$ cat src/rtl/dcnt_pkg.sv
package dcnt_pkg;
    localparam int NUM_CH = 5;
    localparam int DATA_W = 32;
    localparam int ADDR_W = 8;
    localparam int CTRL_W = 23;

    localparam logic [ADDR_W-1:0] CTRL_OFF  = 8'h08;
    // bits 7:4 are a hole between channel 0 and channel 1
    localparam logic [CTRL_W-1:0] CTRL_MASK = 23'h7F_FF0F;

    localparam int START_B       = 0;
    localparam int MANUAL_B      = 1;
    localparam int RELOAD_B      = 3;
    localparam int RELOAD_B_LAST = 2;

    function automatic int fld_lsb(input int n);
        return (n == 0) ? 0 : 4 * n + 4;
    endfunction

    function automatic int reload_pos(input int n);
        return (n == NUM_CH - 1) ? RELOAD_B_LAST : RELOAD_B;
    endfunction

    function automatic logic [ADDR_W-1:0] cbuf_off(input int n);
        return (n < NUM_CH - 1) ? ADDR_W'(12 + 12 * n) : 8'h3C;
    endfunction

    function automatic logic [ADDR_W-1:0] cmp_off(input int n);
        return ADDR_W'(16 + 12 * n);
    endfunction

    function automatic logic [ADDR_W-1:0] obs_off(input int n);
        return (n < NUM_CH - 1) ? ADDR_W'(20 + 12 * n) : 8'h40;
    endfunction
endpackage

$ cat src/rtl/dcnt_ctrl.sv
module dcnt_ctrl
    import dcnt_pkg::*;
(
    input  logic              clk,
    input  logic              rst_n,
    input  logic              wr_en,
    input  logic [CTRL_W-1:0] wr_data,
    input  logic [NUM_CH-1:0] stop_req,
    output logic [NUM_CH-1:0] start_o,
    output logic [NUM_CH-1:0] manual_o,
    output logic [NUM_CH-1:0] reload_o,
    output logic [CTRL_W-1:0] word_o
);
    typedef struct packed {
        logic [CTRL_W-1:0] word;
    } ctrl_state_t;

    ctrl_state_t st_d, st_q;

    always_comb begin
        st_d = st_q;
        if (wr_en) begin
            st_d.word = wr_data & CTRL_MASK;
        end else begin
            for (int n = 0; n < NUM_CH; n++) begin
                if (stop_req[n]) begin
                    st_d.word[fld_lsb(n) + START_B] = 1'b0;
                end
            end
        end
    end

    always_ff @(posedge clk) begin
        if (!rst_n) st_q <= '0;
        else        st_q <= st_d;
    end

    assign word_o = st_q.word;

    for (genvar n = 0; n < NUM_CH; n++) begin : g_fld
        localparam int L = fld_lsb(n);
        assign start_o[n]  = st_q.word[L + START_B];
        assign manual_o[n] = st_q.word[L + MANUAL_B];
        assign reload_o[n] = st_q.word[L + reload_pos(n)];

        AST_ONESHOT_STOP: assert property (@(posedge clk) disable iff (!rst_n)
            (stop_req[n] && !wr_en) |=> !start_o[n]);
        AST_CTRL_WRITE: assert property (@(posedge clk) disable iff (!rst_n)
            wr_en |=> (start_o[n] == $past(wr_data[L + START_B])));
    end
endmodule

$ cat src/rtl/dcnt_chan.sv
module dcnt_chan #(
    parameter int CNT_W = 32
) (
    input  logic             clk,
    input  logic             rst_n,
    input  logic             start,
    input  logic             manual,
    input  logic             reload,
    input  logic             tick,
    input  logic [CNT_W-1:0] load_val,
    output logic [CNT_W-1:0] count_o,
    output logic             irq_o,
    output logic             stop_req_o
);
    typedef struct packed {
        logic [CNT_W-1:0] cnt;
        logic             irq;
    } chan_state_t;

    chan_state_t st_d, st_q;
    logic        active;
    logic        expire;

    assign active     = !manual && start && tick;
    assign expire     = active && (st_q.cnt == '0);
    assign stop_req_o = expire && !reload;

    always_comb begin
        st_d     = st_q;
        st_d.irq = 1'b0;
        if (manual) begin
            st_d.cnt = load_val;
        end else if (active) begin
            if (st_q.cnt == '0) begin
                st_d.irq = 1'b1;
                if (reload) st_d.cnt = load_val;
            end else begin
                st_d.cnt = st_q.cnt - 1'b1;
            end
        end
    end

    always_ff @(posedge clk) begin
        if (!rst_n) st_q <= '0;
        else        st_q <= st_d;
    end

    assign count_o = st_q.cnt;
    assign irq_o   = st_q.irq;

    AST_DECREMENT: assert property (@(posedge clk) disable iff (!rst_n)
        (start && !manual && tick && count_o != '0) |=> (count_o == $past(count_o) - 1'b1));
    AST_HOLD_STOPPED: assert property (@(posedge clk) disable iff (!rst_n)
        (!start && !manual) |=> $stable(count_o));
    AST_MANUAL_LOAD: assert property (@(posedge clk) disable iff (!rst_n)
        manual |=> (count_o == $past(load_val)));
    AST_PERIODIC_RELOAD: assert property (@(posedge clk) disable iff (!rst_n)
        (start && !manual && tick && reload && count_o == '0) |=> (count_o == $past(load_val)));
    AST_IRQ_CAUSE: assert property (@(posedge clk) disable iff (!rst_n)
        irq_o |-> ($past(count_o) == '0 && $past(tick) && $past(start)));
endmodule

$ cat src/rtl/dcnt_bank.sv
module dcnt_bank
    import dcnt_pkg::*;
#(
    parameter int CNT_W = 32
) (
    input  logic              clk,
    input  logic              rst_n,
    input  logic              bus_sel,
    input  logic              bus_we,
    input  logic [ADDR_W-1:0] bus_addr,
    input  logic [DATA_W-1:0] bus_wdata,
    output logic [DATA_W-1:0] bus_rdata,
    input  logic [NUM_CH-1:0] tick_en,
    output logic [NUM_CH-1:0] irq
);
    localparam int NUM_CMP = NUM_CH - 1;

    typedef struct packed {
        logic [NUM_CH-1:0][CNT_W-1:0]  cnt_buf;
        logic [NUM_CMP-1:0][CNT_W-1:0] cmp_buf;
        logic [DATA_W-1:0]             rdata;
    } bank_state_t;

    bank_state_t st_d, st_q;

    logic                         wr, rd;
    logic                         ctrl_wr;
    logic [NUM_CH-1:0]            start, manual, reload, stop_req;
    logic [CTRL_W-1:0]            ctrl_word;
    logic [NUM_CH-1:0][CNT_W-1:0] count;
    logic [DATA_W-1:0]            rd_val;

    assign wr      = bus_sel && bus_we;
    assign rd      = bus_sel && !bus_we;
    assign ctrl_wr = wr && (bus_addr == CTRL_OFF);

    always_comb begin
        rd_val = '0;
        if (bus_addr == CTRL_OFF) rd_val = DATA_W'(ctrl_word);
        for (int n = 0; n < NUM_CH; n++) begin
            if (bus_addr == cbuf_off(n)) rd_val = DATA_W'(st_q.cnt_buf[n]);
            if (bus_addr == obs_off(n))  rd_val = DATA_W'(count[n]);
        end
        for (int n = 0; n < NUM_CMP; n++) begin
            if (bus_addr == cmp_off(n)) rd_val = DATA_W'(st_q.cmp_buf[n]);
        end
    end

    always_comb begin
        st_d = st_q;
        if (wr) begin
            for (int n = 0; n < NUM_CH; n++) begin
                if (bus_addr == cbuf_off(n)) st_d.cnt_buf[n] = bus_wdata[CNT_W-1:0];
            end
            for (int n = 0; n < NUM_CMP; n++) begin
                if (bus_addr == cmp_off(n)) st_d.cmp_buf[n] = bus_wdata[CNT_W-1:0];
            end
        end
        if (rd) st_d.rdata = rd_val;
    end

    always_ff @(posedge clk) begin
        if (!rst_n) st_q <= '0;
        else        st_q <= st_d;
    end

    assign bus_rdata = st_q.rdata;

    dcnt_ctrl u_ctrl (
        .clk      (clk),
        .rst_n    (rst_n),
        .wr_en    (ctrl_wr),
        .wr_data  (bus_wdata[CTRL_W-1:0]),
        .stop_req (stop_req),
        .start_o  (start),
        .manual_o (manual),
        .reload_o (reload),
        .word_o   (ctrl_word)
    );

    for (genvar n = 0; n < NUM_CH; n++) begin : g_ch
        dcnt_chan #(.CNT_W(CNT_W)) u_chan (
            .clk        (clk),
            .rst_n      (rst_n),
            .start      (start[n]),
            .manual     (manual[n]),
            .reload     (reload[n]),
            .tick       (tick_en[n]),
            .load_val   (st_q.cnt_buf[n]),
            .count_o    (count[n]),
            .irq_o      (irq[n]),
            .stop_req_o (stop_req[n])
        );
    end

    AST_UNMAPPED_ZERO: assert property (@(posedge clk) disable iff (!rst_n)
        (rd && bus_addr == 8'h00) |=> (bus_rdata == '0));
    AST_RDATA_HOLD: assert property (@(posedge clk) disable iff (!rst_n)
        !rd |=> $stable(bus_rdata));
endmodule

$ cat config.mk
export PLATFORM = sky130hd
export DESIGN_NAME = dcnt_bank
export DESIGN_NICKNAME = d
export VERILOG_FILES = /design/src/rtl/dcnt_pkg.sv /design/src/rtl/dcnt_ctrl.sv /design/src/rtl/dcnt_chan.sv /design/src/rtl/dcnt_bank.sv
export SDC_FILE = /design/constraint.sdc
export NUM_CORES = 1
export LEC_CHECK = 0
export BUFFER_PORTS_ARGS = -buffer_cell sky130_fd_sc_hd__buf_4
export CORE_ASPECT_RATIO = 1.4
export CORE_UTILIZATION = 45
export CTS_BUF_LIST = sky130_fd_sc_hd__clkbuf_4 sky130_fd_sc_hd__clkbuf_8
export DETAILED_ROUTE_END_ITERATION = 10
export GPL_TIMING_DRIVEN = 0
export PLACE_DENSITY = 0.64
export SKIP_CTS_REPAIR_TIMING = 1
export SLEW_MARGIN = 20
export SYNTH_ARGS = -nofsm -noshare
export SYNTH_HDL_FRONTEND = slang
export SYNTH_SLANG_ARGS = --single-unit
$ cat constraint.sdc
create_clock -name clk -period 4.9 [get_ports clk]
set_input_delay 0.49 -clock clk [delete_from_list [all_inputs] [get_ports clk]]
set_output_delay 0.49 -clock clk [all_outputs]
set_load 0.05 [all_outputs]
# Yosys cells after proc, flatten, opt, wreduce, memory -nomap -nowiden

Cells that the tools add are included.

$add $sub $neg: 5
Eq/ne operators: 20
Multiplexer cells: 50
Bitwise gates (word level): 6
Reductions and logical operators: 68

Operators by type and width:

| operator                                                              | number |
|---|---|
| 32-bit two-way mux                                                    | 29 |
| 33-bit two-way mux                                                    | 5 |
| 32-bit zero test                                                      | 5 |
| 32-bit by 1-bit subtractor with 32-bit output (second input constant) | 5 |
| 8-bit by 6-bit == test with 1-bit output (second input constant)      | 8 |
| 8-bit by 5-bit == test with 1-bit output (second input constant)      | 4 |
| 2-bit AND reduction                                                   | 14 |
| 1-bit logical AND                                                     | 23 |
| 23-bit two-way mux                                                    | 1 |
| 2-bit nonzero test                                                    | 10 |
| 8-bit by 4-bit == test with 1-bit output (second input constant)      | 2 |
| 1-bit two-way mux                                                     | 15 |
| 3-bit != test (second input constant)                                 | 5 |
| 3-bit OR reduction                                                    | 5 |
| 1-bit zero test                                                       | 11 |
| 8-bit by 7-bit == test with 1-bit output (second input constant)      | 1 |
| 1-bit inverter                                                        | 6 |

Register bits: 504
Input bits: 49
Logic and storage cells: 175

# Logic depth before layout (Yosys ltp)

Depth in word-level cells: 16
Depth in mapped cells: 10
Gate-level depth less buffers: 8

# Cells and area by module

From an unflattened synthesis, not the netlist that was laid out.

Cells, all modules: 3784
Area total of the unflattened synthesis: 29389.4 um^2

Modules (own cells, without submodules):

| module    | times used | cells an instance | area each (um^2) | sequential area each (um^2) |
|---|---|---|---|---|
| dcnt_bank | 1          | 2223              | 16859.9          | 6406.1 |
| dcnt_chan | 5          | 296               | 2328.5           | 660.6 |
| dcnt_ctrl | 1          | 81                | 887.1            | 380.4 |

# Worst setup path after synthesis

OpenSTA, ideal clock, no wires.

Path type: input -> register
Start: in bus_addr[1]
End: reg st_q[33] (netlist bit)
Arrival: 2.485 ns
Required time: 4.768 ns
Slack: 2.283 ns
Cell stages on the path: 10
Buffers on the path: 5
Cell sequence: clkbuf_1 -> or4_1 -> clkbuf_1 -> nor2_1 -> clkbuf_1 -> buf_2 -> nand2_1 -> clkbuf_1 -> nand2_1 -> a21oi_1

Word-level cells in the longest chain between the ends: 2

Ends and longest elaborated chain:

| element                                  | line            | RTL |
|---|---|---|
| start, declared                          | dcnt_bank.sv:10 | `input logic [ADDR_W-1:0] bus_addr,` |
| 8-bit by 5-bit == test with 1-bit output | dcnt_bank.sv:56 | `if (bus_addr == cmp_off(n)) st_d.cmp_buf[n] = bus_wdata[CNT_W-1:0];` |
| 2-bit AND reduction (no source line)     | n/a             |  |
| end signal, assigned                     | dcnt_bank.sv:64 | `else st_q <= st_d;` |
| end, declared                            | dcnt_bank.sv:24 | `bank_state_t st_d, st_q;` |

No other way between the ends.
A chain may end at the register's enable or synchronous reset.

# Worst setup path in the final report

Start: in bus_addr[0]
End: reg st_q (netlist bit bus_rdata[19])

Word-level cells in the longest chain between the ends: 16
Elaborated cells on any way between the ends: 30
Classes of those cells: 15 x eq/ne; 15 x mux

Ends and longest elaborated chain:

| element                                  | line            | RTL |
|---|---|---|
| 8-bit by 4-bit == test with 1-bit output | dcnt_bank.sv:39 | `if (bus_addr == CTRL_OFF) rd_val = DATA_W'(ctrl_word);` |
| 23-bit two-way mux                       | dcnt_bank.sv:39 |  |
| 32-bit two-way mux                       | dcnt_bank.sv:41 | `if (bus_addr == cbuf_off(n)) rd_val = DATA_W'(st_q.cnt_buf[n]);` |
| 32-bit two-way mux                       | dcnt_bank.sv:42 | `if (bus_addr == obs_off(n)) rd_val = DATA_W'(count[n]);` |
| 32-bit two-way mux                       | dcnt_bank.sv:41 |  |
| 32-bit two-way mux                       | dcnt_bank.sv:42 |  |
| 32-bit two-way mux                       | dcnt_bank.sv:41 |  |
| 32-bit two-way mux                       | dcnt_bank.sv:42 |  |
| 32-bit two-way mux                       | dcnt_bank.sv:41 |  |
| 32-bit two-way mux                       | dcnt_bank.sv:42 |  |
| 32-bit two-way mux                       | dcnt_bank.sv:41 |  |
| 32-bit two-way mux                       | dcnt_bank.sv:42 |  |
| 32-bit two-way mux (3 in series)         | dcnt_bank.sv:45 | `if (bus_addr == cmp_off(n)) rd_val = DATA_W'(st_q.cmp_buf[n]);` |
| 32-bit two-way mux *                     | dcnt_bank.sv:45 |  |

Mark *: on every way between the ends. The rest lies on a longest branch, timed or not.

==> metrics.yaml <==
placed_design:
  gp_congestion: 1.05
  hpwlAfterDp_mm: 112
  place_area_sq_mm: 0.0282
  port_buffers: 49
yosys:
  synthesis.area_sq_mm: 0.0268
  yosysMostFrequentCell: "nand2_1"
  synth_enable_flop_cells: 0
  synth-seq-cells: 504
  synth_top_cell_area_share_pct: 37.7
  synth_ff_type: "dfxtp_1"
  synth_largest_area_cell: "dfxtp_1"
  async_flop_share_pct: 0
  ys_top_cells_by_count: "787 x nand2_1, 504 x dfxtp_1, 445 x a21oi_1, 268 x clkbuf_1, 255 x nor2_1"
  synth_area_leaders: "dfxtp_1 38%, nand2_1 11%, a21oi_1 8.3%"
  synth_nets: 3632
  synth_seq_area_share_pct: 37.7
  syn_inst: 3573
  synth_cell_type_count: 95
  syn_area_per_cell_sq_um: 7.49
  yosysWarnings: 0
floorplanning:
  die_h_um: 291
  io_pins: 86
  die_w_um: 208
  initial_core_util_pct: 45.6
  fp-row-count: 105
  core_area_sq_mm: 0.0587
  dieArea_sq_mm: 0.0605
clock_tree:
  cts-root-buf: "clkbuf_8"
  clock_sinks: 504
  clk_pin_slew_worst_paths_ns: 0.06
  cts-buffers-inserted: 86
  cts_tree: "built"
  htree_levels: 3
  clockBufferDepth: 3
  clock_latency_ns: 0.75
drt:
  num_vias: 31000
  viasPerCell: 6.83
  avgRoutedWirePerCell_um: 33.4
  drt_iter0_drc: 4231
  wl_mm: 151
  first_pass_iters: 6
  antenna_left: 0
  drc: 0
timing:
  period_needed_ns: 4.26
  fin_skew_ns: 0.0603
  max_slew.worst_pin.slew_ns: 1.34
  rsz0062_at_grt: "false"
  finalSetupViolations: 0
  slew_headroom_pct: 10.9
  holdWs_ns: 0.189
  timing.fmax_mhz: 235
  finalHoldViolCount: 0
  drv_slew: 0
  period_share_pct: 86.9
  fin_setup_tns_ns: 0
power:
  power_density_mw_per_mm2: 303
  leakage_nw: 10.5
  ir_worst_vdd_uv: 213
layout:
  final_core_util_pct: 51.4
  final_layout_size_suffix_gt1_share_pct: 10.2
  fin_nets: 3773
  area_delta_synth_final_pct: 12.8
  stdcell_area_sq_mm: 0.0302
setup_path:
  cp.required_ns: 5.51
  slowest_delay_ns: 1.01
  start_kind: "input port"
  critical_path.max_fanout: 10
  crit_buf_inv: 4
  cp.arrival_ns: 4.87
  crit_family: "compound AO/OA/AOI/OAI gates"
  crit_type: "in2reg"
  worst_setup_path_end_kind: "flip-flop"
  path_cells: "buf_4, clkbuf_1, nand4bb_1, clkbuf_1, nor2_1, clkbuf_1, a221oi_1, o21ai_0, o21ai_0, a21oi_1"
  critPathMostFrequentCell: "clkbuf_1"
  worst_path_max_delay_cell: "a221oi_1"
grt:
  overflow: 0
  grt_max_degree: 14
  grt_pass1_wl_mm: 212
  antenna_found_initial: 6
  grt_pass1_vias: 28700
  grtUsageTotal_pct: 48.9
hold_path:
  hp-class: "in2reg"
flow_run:
  drv_cap: 0
run_status:
  outcome: "finished, final reports clean"
-- worst paths after layout --
path                                  start                          to  slack, ns  depth (start not counted)
setup / recovery                bus_addr[0]               bus_rdata[19]       0.64                         10
hold / removal                bus_wdata[10]                   st_q[138]       0.19                          3
setup reg to reg  g_ch[1].u_chan.count_o[8]  g_ch[1].u_chan.count_o[16]       1.47                          7
hold reg to reg                    st_q[63]                    st_q[63]       0.46                          2
-- kinds of logic (layout without fill, tap and decap cells) --
family                     after synthesis  after routing  synth area share, %
adders and majority gates               10             10                0.467
and+or+nand+nor                       1459           1459                 25.0
xor gates and xnor gates                65             65                 2.13
AOI/OAI and AO/OA                     1132           1132                 27.9
buffers and inverters                  382            591                 6.09
other                                    0              7                    0
DFF                                    504            504                 37.7
muxes                                   21             21                0.827
-- placed cells by master (no fill, tap or decap), types with 18 or more instances in the layout --
master	netlist	layout
nand2_1	787	787
dfxtp_1	504	504
a21oi_1	445	445
nor2_1	255	254
clkbuf_1	268	233
o21ai_0	139	139
clkbuf_8	0	112
nor3_1	90	90
buf_4	40	90
a22oi_1	72	72
a221o_1	71	71
a221oi_1	56	56
nand3_1	56	56
o22ai_1	52	52
xnor2_1	50	50
nor4_1	46	44
inv_1	36	36
clkbuf_2	0	35
or3_1	34	34
o211ai_1	32	32
or4_1	29	29
a31oi_1	29	29
buf_2	25	25
o32ai_1	24	24
clkbuf_4	0	24
o221ai_1	23	23
a211oi_1	22	22
a32oi_1	21	21
nand4_1	21	21
nand2b_1	18	18
-- metrics by stage --
step	total power, mW	std cells	setup WS [ns]
2_1_floorplan	4.46	3573	2.28
3_3_place_gp	4.76	4371	-0.135
6_report	9.15	4538	0.642
4_1_cts	9.07	4531	0.983
5_1_grt	9.30	4533	0.889
3_5_place_dp	4.76	4375	0.213
-- worst min-delay path, stage by stage --
cell and delay, ns:
clkbuf_1 0.22, nand2_1 0.11, a21oi_1 0.06
-- layout make-up --
cell class | count | area (sq um)
well taps | 749 | 937
plain buffers | 346 | 1540
repair buffers | 53 | 413
multi-input cells | 2687 | 15100
clock buffers | 136 | 1720
diodes | 7 | 17.5
inverters | 36 | 135
clock inverters | 20 | 248
fillers | 6044 | 28500
flip-flops and latches | 504 | 10100
-- power by group --
| group | switching [mW] | internal (mW) |
|---|---|---|
| Sequential | 0.0114 | 4.11 |
| Combinational | 0.486 | 0.109 |
| Clock | 1.98 | 2.46 |
| Total | 2.47 | 6.68 |
-- state kept, by name, summed over array words and instances (netlist names) --
| signal | count |
|---|---|
| g_ch.u_chan.irq_o | 5 |
| g_ch.u_chan.count_o | 160 |
| st_q | 288 |
| u_ctrl.word_o | 19 |
| bus_rdata | 32 |
-- metal layers --
metal | up-vias | wire length (um) | global-route usage [%]
li1 | 13300 | - | -
met1 | 14800 | 53200 | 55.7
met2 | 2215 | 66100 | 75.3
met3 | 687 | 15400 | 11.9
met4 | 4 | 16700 | 45.7
met5 | - | 27 | 0
Note: power is estimated with default switching activity, not from simulation.
